===== config.mk =====
export PLATFORM = sky130hd
export DESIGN_NAME = alu_core
export DESIGN_NICKNAME = d
export VERILOG_FILES = /design/src/rtl/alu_pkg.sv /design/src/rtl/alu_adder.sv /design/src/rtl/alu_logic.sv /design/src/rtl/alu_core.sv
export SDC_FILE = /design/constraint.sdc
export NUM_CORES = 1
export LEC_CHECK = 0
export BUFFER_PORTS_ARGS = -buffer_cell sky130_fd_sc_hd__buf_2
export CAP_MARGIN = 40
export CORE_MARGIN = 3
export CORE_UTILIZATION = 45
export DETAILED_ROUTE_END_ITERATION = 12
export GPL_ROUTABILITY_DRIVEN = 1
export PLACE_DENSITY = 0.75
export SETUP_SLACK_MARGIN = 0.4
export SYNTH_ARGS = -nofsm -noshare
export SYNTH_HDL_FRONTEND = slang
export SYNTH_SLANG_ARGS = --single-unit

===== constraint.sdc =====
create_clock -name vclk -period 20.6
set_clock_uncertainty 0.05 [all_clocks]
set_input_delay 1.03 -clock vclk [all_inputs]
set_output_delay 1.03 -clock vclk [all_outputs]
set_load 0.02 [all_outputs]

===== src/rtl/alu_pkg.sv =====
package alu_pkg;

   typedef enum logic [3:0] {
      OP_ADD = 4'h0,
      OP_ADC = 4'h1,
      OP_SUB = 4'h2,
      OP_CMP = 4'h3,
      OP_AND = 4'h4,
      OP_ORR = 4'h5,
      OP_EOR = 4'h6,
      OP_BIC = 4'h7,
      OP_MOV = 4'h8,
      OP_MVN = 4'h9,
      OP_TST = 4'hA,
      OP_TEQ = 4'hB
   } alu_op_e;

   localparam int FLG_N = 3;
   localparam int FLG_Z = 2;
   localparam int FLG_C = 1;
   localparam int FLG_V = 0;

endpackage


===== src/rtl/alu_adder.sv =====
module alu_adder #(
   parameter int WIDTH = 32,
   parameter int SEG   = 8
) (
   input  logic [WIDTH-1:0] a_i,
   input  logic [WIDTH-1:0] b_i,
   input  logic             inv_b_i,
   input  logic             cin_i,
   output logic [WIDTH-1:0] sum_o,
   output logic             cout_o,
   output logic             ovf_o
);
   localparam int NSEG = (SEG >= WIDTH) ? 1 : WIDTH / SEG;

   logic [WIDTH-1:0] b_eff;
   assign b_eff = inv_b_i ? ~b_i : b_i;

   generate
      if (WIDTH < 2) begin : g_bad_width
         $error("alu_adder: WIDTH must be at least 2");
      end
      if (SEG < WIDTH && (WIDTH % SEG) != 0) begin : g_bad_seg
         $error("alu_adder: SEG must divide WIDTH");
      end

      if (SEG >= WIDTH) begin : g_flat
         logic [WIDTH:0] full;
         assign full   = {1'b0, a_i} + {1'b0, b_eff} + {{WIDTH{1'b0}}, cin_i};
         assign sum_o  = full[WIDTH-1:0];
         assign cout_o = full[WIDTH];
      end else begin : g_chain
         logic [NSEG:0] cy;
         assign cy[0] = cin_i;
         for (genvar s = 0; s < NSEG; s++) begin : g_seg
            logic [SEG:0] part;
            assign part = {1'b0, a_i[s*SEG +: SEG]} + {1'b0, b_eff[s*SEG +: SEG]}
                        + {{SEG{1'b0}}, cy[s]};
            assign sum_o[s*SEG +: SEG] = part[SEG-1:0];
            assign cy[s+1] = part[SEG];
         end
         assign cout_o = cy[NSEG];
      end
   endgenerate

   assign ovf_o = (a_i[WIDTH-1] == b_eff[WIDTH-1]) && (sum_o[WIDTH-1] != a_i[WIDTH-1]);

endmodule


===== src/rtl/alu_logic.sv =====
module alu_logic
   import alu_pkg::*;
#(
   parameter int WIDTH = 32
) (
   input  logic [WIDTH-1:0] a_i,
   input  logic [WIDTH-1:0] b_i,
   input  alu_op_e          op_i,
   output logic [WIDTH-1:0] res_o
);
   always_comb begin
      unique case (op_i)
         OP_AND, OP_TST: res_o = a_i & b_i;
         OP_ORR:         res_o = a_i | b_i;
         OP_EOR, OP_TEQ: res_o = a_i ^ b_i;
         OP_BIC:         res_o = a_i & ~b_i;
         OP_MOV:         res_o = b_i;
         OP_MVN:         res_o = ~b_i;
         default:        res_o = '0;
      endcase
   end

   always_comb begin
      if (op_i == OP_BIC) begin
         a_r7_bic_clears : assert ((res_o & b_i) == '0)
            else $error("R7: BIC left a bit set that B masks");
      end
   end

endmodule


===== src/rtl/alu_core.sv =====
module alu_core
   import alu_pkg::*;
#(
   parameter int WIDTH     = 32,
   parameter int ADDER_SEG = 8
) (
   input  logic [WIDTH-1:0] opnd_a_i,
   input  logic [WIDTH-1:0] opnd_b_i,
   input  logic             shift_cy_i,
   input  logic [3:0]       flags_i,
   input  logic [3:0]       op_i,
   input  logic             set_flags_i,
   output logic [WIDTH-1:0] result_o,
   output logic             wr_en_o,
   output logic [3:0]       flags_o
);
   localparam int MSB = WIDTH - 1;

   alu_op_e op;
   assign op = alu_op_e'(op_i);

   logic is_arith, is_cmp, is_valid, is_sub, upd;
   assign is_sub   = (op == OP_SUB) || (op == OP_CMP);
   assign is_arith = (op == OP_ADD) || (op == OP_ADC) || is_sub;
   assign is_cmp   = (op == OP_CMP) || (op == OP_TST) || (op == OP_TEQ);
   assign is_valid = (op_i <= 4'hB);
   assign upd      = is_valid && (is_cmp || set_flags_i);

   logic             add_cin;
   logic [WIDTH-1:0] add_sum;
   logic             add_cout, add_ovf;
   assign add_cin = is_sub ? 1'b1 : ((op == OP_ADC) ? flags_i[FLG_C] : 1'b0);

   alu_adder #(.WIDTH(WIDTH), .SEG(ADDER_SEG)) u_adder (
      .a_i     (opnd_a_i),
      .b_i     (opnd_b_i),
      .inv_b_i (is_sub),
      .cin_i   (add_cin),
      .sum_o   (add_sum),
      .cout_o  (add_cout),
      .ovf_o   (add_ovf)
   );

   logic [WIDTH-1:0] log_res;
   alu_logic #(.WIDTH(WIDTH)) u_logic (
      .a_i   (opnd_a_i),
      .b_i   (opnd_b_i),
      .op_i  (op),
      .res_o (log_res)
   );

   logic [WIDTH-1:0] value;
   logic [3:0]       fresh;
   always_comb begin
      value        = is_arith ? add_sum : log_res;
      fresh[FLG_N] = value[MSB];
      fresh[FLG_Z] = (value == '0);
      fresh[FLG_C] = is_arith ? add_cout : shift_cy_i;
      fresh[FLG_V] = is_arith ? add_ovf  : flags_i[FLG_V];
   end

   assign result_o = is_valid ? value : '0;
   assign wr_en_o  = is_valid && !is_cmp;
   assign flags_o  = upd ? fresh : flags_i;

   always_comb begin
      if (is_cmp) begin
         a_r2_no_write : assert (!wr_en_o)
            else $error("R2: flag-only operation enabled a write");
      end
      if (!is_valid) begin
         a_r11_reserved_idle : assert (!wr_en_o && flags_o == flags_i && result_o == '0)
            else $error("R11: reserved code had an effect");
      end
      if (is_valid && !is_cmp && !set_flags_i) begin
         a_r3_flags_hold : assert (flags_o == flags_i)
            else $error("R3: flags changed without request");
      end
      if (op == OP_CMP) begin
         a_r4_cmp_borrow : assert (flags_o[FLG_C] == (opnd_a_i >= opnd_b_i))
            else $error("R4: compare carry disagrees with unsigned order");
      end
      if (upd && !is_arith) begin
         a_r5_logic_cv : assert (flags_o[FLG_C] == shift_cy_i && flags_o[FLG_V] == flags_i[FLG_V])
            else $error("R5: logic op carry/overflow wrong");
      end
      if (upd) begin
         a_r6_n_msb : assert (flags_o[FLG_N] == result_o[MSB])
            else $error("R6: N differs from result sign");
      end
   end

endmodule


# After elaboration in Yosys (flattened, before gate mapping)
# Cells that the tools add are included.
# word_totals
register_bits	0
inputBits	74
out_inout_bits	37
wordCells	50
# op_classes
add_sub_neg	8
magnitude_cmp	1
eq_ne	13
mux	9
bitwise	5
n_reduce_logical	14
# op_table
cell	n
case mux 32 bit (6 select lines)	1
two-way mux 32 bit	3
AND 32 bit	2
adder 8 x 8 -> 9 bit	4
adder 9 x 1 -> 9 bit	4
logical NOT 32 bit	1
inverter 32 bit	1
OR 32 bit	1
XOR 32 bit	1
equality test 4 x 3 -> 1 bit, second input constant	4
equality test 4 bit, second input constant	4
equality test 4 x 2 -> 1 bit, second input constant	2
logical OR 1 bit	6
equality test 4 x 1 -> 1 bit, second input constant	1
<= comparator 4 bit, second input constant	1
logical NOT 4 bit	1
two-way mux 1 bit	4
two-way mux 4 bit	1
OR reduction 2 bit	2
logical AND 1 bit	3
equality test 1 bit	1
logical NOT 1 bit	1
inequality test 1 bit	1

# Longest topological paths before layout
# logic_depth
word_depth	12
depth_mapped	44

# By module
# A second synthesis with hierarchy kept.
# hier_totals
cells_unflattened	723
area_unflattened_um2	4844.6
# modules_own_cells
module	n_inst	cells_per_inst	area_each_um2	seq_area_each_um2
alu_logic	1	367	2318.5	0.0
alu_adder	1	203	1591.5	0.0
alu_core	1	153	934.6	0.0

# Least setup slack after synthesis
# OpenSTA, ideal clock, no wires.
# synth_path
path_type	input port to output port
from	input op_i[2]
to	output flags_o[2]
arrival_time_ns	9.052
t_required_ns	19.520
path_slack_ns	10.468
path_stages	43
path_buffers	4
cell_sequence	inv_1 -> ha_1 -> buf_2 -> clkbuf_1 -> buf_1 -> nand2_1 -> buf_2 -> xnor2_1 -> fa_1 -> inv_1 -> fa_1 -> nand2b_1 -> o2bb2ai_1 -> nand2b_1 -> a21oi_1 -> a21o_1 -> a21o_1 -> fa_1 -> (+7 left out) -> fa_1 -> inv_1 -> fa_1 -> nand2b_1 -> a21oi_1 -> a21o_1 -> a21oi_1 -> o21bai_1 -> a21o_1 -> fa_1 -> fa_1 -> nor2b_1 -> mux2_2 -> o221ai_1 -> nor4_1 -> and4_1 -> nand4_1 -> o41ai_2
# synth_via
elab_chain_len	11
elab_cells_between_ends	37
classes_between	add/sub: 8; order compare: 1; eq/ne: 11; mux: 6; reduce/logical: 11
# synth_rtl
element	line_no	rtl
start, declared	alu_core.sv:11	input logic [3:0] op_i,
equality test 4 x 2 -> 1 bit (on tied branches)	-	
logical OR 1 bit	alu_core.sv:23	assign is_sub = (op == OP_SUB) || (op == OP_CMP);
two-way mux 32 bit	alu_adder.sv:16	assign b_eff = inv_b_i ? ~b_i : b_i;
adder 8 x 8 -> 9 bit	alu_adder.sv:36	assign part = {1'b0, a_i[s*SEG +: SEG]} + {1'b0, b_eff[s*SEG +: SEG]}
adder 9 x 1 -> 9 bit (4 in a row)	alu_adder.sv:37	+ {{SEG{1'b0}}, cy[s]};
two-way mux 32 bit	alu_core.sv:55	value = is_arith ? add_sum : log_res;
logical NOT 32 bit	alu_core.sv:57	fresh[FLG_Z] = (value == '0);
two-way mux 4 bit *	alu_core.sv:64	assign flags_o = upd ? fresh : flags_i;
end, declared	alu_core.sv:15	output logic [3:0] flags_o
# Mark *: on every way between the ends. The rest lies on a longest branch, timed or not.

# Final worst setup path
# Same ends and word-level chain as after synthesis.

==> results.md <==
* Global-route wire length before repair at about 27000 µm
* Die Y-Extent at 108 µm
* Hold Crit Class: in2out
* Synth warnings at 0
* Number of remaining DRC errors at 0
* Port buffer count at around 110
* Cell family with most CP delay: adder cells
* Starting Density at 0.472
* Inserted Diodes at 0
* Fillcell total at 970
* Vias in the first global route at roughly 5300
* Sequential cells at 0
* Post-route minimum period at roughly 11 ns
* Tot GR Track Use at 0.280
* Remaining Overflow, GRT at 0
* Setup Buffers After CTS at 0
* Outcome: finished, final reports clean
* Worst hold slack at ~2.4 ns
* Max Cap Violations at 0
* Register area share after synthesis at 0
* Power Density at 32.5 mW/mm²
* Setup crit start: op_i[2]
* Routed WL per cell at 19.0 µm
* Syn nets at between 800 and 900
* Io pins at about 110
* Sequential cell area at 0 µm²
* Initial antenna violation count at 0
* Pin count of the biggest net entering global routing at 76
* FP Rows at 36
* Final period util at 0.518
* Maximum fanout along the worst path at 35
* Number of stages on the worst setup path at between 40 and 50
* Synth area leader: ha_1
* Hold Fails Final Rpt at 0
* Cell Area, Synth at between 0.004 and 0.005 mm²
* Final Max Tran Viols at 0
* Cells resized by post-CTS repair at 0
* Worst EP arrival at 9.59 ns
* Maximum VDD drop at ~21 µV
* Reg power frac at 0
* Final setup vio count at 0
* DRT antenna net count at 0
* P_int at around 0.069 mW
* Slew Limit Headroom at 0.403
* Avg Inst Size Synth at about 6.9 µm²
* Comb power frac at 1.000
* Tightest Pin Transition at 0.894 ns
* Fmax at roughly 94 MHz
* Layout cells sized above 1 at 0.176
* Die ar. at roughly 0.012 mm²
* Yosys cell types at between 60 and 70
* Setup crit end kind: primary output
* Initial DRC Count at around 530
* Non-filler cells, final at approximately 890
* Post-DP HPWL at 12800 µm
* Crit path kind: in2out
* Post-Syn Instances at around 680
* Placed cells at 889
* Slowest CP cell: fa_1
* Final Power at approximately 0.17 mW
* Worst Path Buf+Inv at 8
* Clock power share at 0
* RSZ-0062 raised after global routing: no
* CP max stage delay at around 0.50 ns
* Nets at between 900 and 1000
* Largest cells by area after synthesis: ha_1 (17%), xnor2_1 (12%), inv_1 (6.5%), a21oi_1 (5.1%), nor2b_1 (4.1%)
* Vias per cell at around 6.3
* Multi-input gate area at 0.00415 mm²
* Setup TNS at 0 ns
* # clk buffers at 0
* 1st-pass router iterations at 5
* Share of the synthesized area in the top cell type at 0.171
* Worst setup endpoint: flags_o[2]
* Sw power at 0.103 mW
* Switching part of the total at 0.599
* Total wire length at 16900 µm
* Startpoint Class: input port
* # hold bufs at CTS at 0
* Die Width at roughly 110 µm
* P_leak at between 2 and 3 nW
* Critical path's most frequent cell: fa_1
* Core footprint at 0.00995 mm²
* WP data required at roughly 20 ns
* Layout area overhead at 12.9%
* Gp weighted congestion at a little under 1
* Via count at between 5000 and 6000
tightest hold or removal path, stage by stage:
cell and delay (ns):
buf_2 0.08, nand2_1 0.04, o31ai_1 0.06, buf_2 0.16
cell families after synthesis:
logic type               count (synthesis)  synth area share
AO/OA/AOI/OAI                          209             0.308
XOR/XNOR                                72             0.134
adder cells (fa/ha/maj)                 72             0.205
buffers and inverters                  130             0.118
multiplexers                             6            0.0141
AND/OR/NAND/NOR                        192             0.221
synthesized netlist by cell type, types with 3 or more instances:
master / n
and4b_1: 8
ha_1: 64
fa_1: 8
nor4bb_1: 3
nor3_1: 7
o221ai_1: 12
buf_1: 3
a22o_1: 8
xnor2_1: 64
a21o_1: 16
and3_1: 9
nor2b_1: 31
buf_4: 6
nor2_1: 44
xor2_1: 8
buf_2: 22
o22ai_1: 18
mux2i_1: 4
nand2_1: 32
a2bb2oi_1: 5
a32oi_1: 5
a221oi_1: 7
o31ai_1: 5
a31oi_1: 11
inv_1: 81
nand4_1: 5
or3_1: 4
a21oi_1: 48
o21ai_0: 28
nand2b_1: 12
clkbuf_1: 16
and4_1: 4
a22oi_1: 16
nand3_1: 21
cell type report:
cell class / instances / area share
Inverter: 81 / 0.0574
Multi-Input combinational cell: 551 / 0.782
Tap cell: 133 / 0.0314
Timing Repair Buffer: 124 / 0.129
how the worst min path moves through the flow:
| stage | start | slack, ns | end | depth (start not counted) |
|---|---|---|---|---|
| floorplan | flags_i[3] | 2.19 | flags_o[3] | 2 |
| global placement | flags_i[0] | 2.35 | flags_o[0] | 4 |
| detailed placement | flags_i[0] | 2.35 | flags_o[0] | 4 |
| CTS | flags_i[0] | 2.35 | flags_o[0] | 4 |
| global route | flags_i[0] | 2.37 | flags_o[0] | 4 |
| finish | flags_i[0] | 2.35 | flags_o[0] | 4 |
cell usage in the layout (no fill, tap or decap), drive strengths merged, types with 21 or more instances in the layout:
master,netlist,layout
buf,33,124
xnor2,64,64
nand3,21,21
o21ai,28,28
nor2b,31,31
ha,64,64
inv,81,81
nor2,44,44
a21oi,48,48
nand2,32,32
metrics by stage:
| step | setup slack [ns] | utilization | area (µm²) |
|---|---|---|---|
| final | 9.93 | 0.532 | 5300 |
| after CTS | 10.06 | 0.532 | 5300 |
| after detailed placement | 10.10 | 0.532 | 5300 |
| after global placement | 10.41 | 0.526 | 5240 |
| after global routing | 9.34 | 0.532 | 5300 |
| after floorplan | 10.47 | - | 4690 |
metal layers:
layer,part of all wire,wire [µm],vias up,track usage
met5,0,0,-,0
met2,0.45,7570,341,0.470
met1,0.40,6800,2604,0.370
met3,0.11,1900,55,0.0340
li1,-,-,2600,-
met4,0.038,637,0,0.0974
power by group through the flow:
stage,clock (mW),sequential (mW),combinational (mW)
detailed placement,0,0,0.167
finish,0,0,0.172
global placement,0,0,0.161
CTS,0,0,0.168
global route,0,0,0.187
floorplan,0,0,0.116
(Power assumes the default switching activity.)
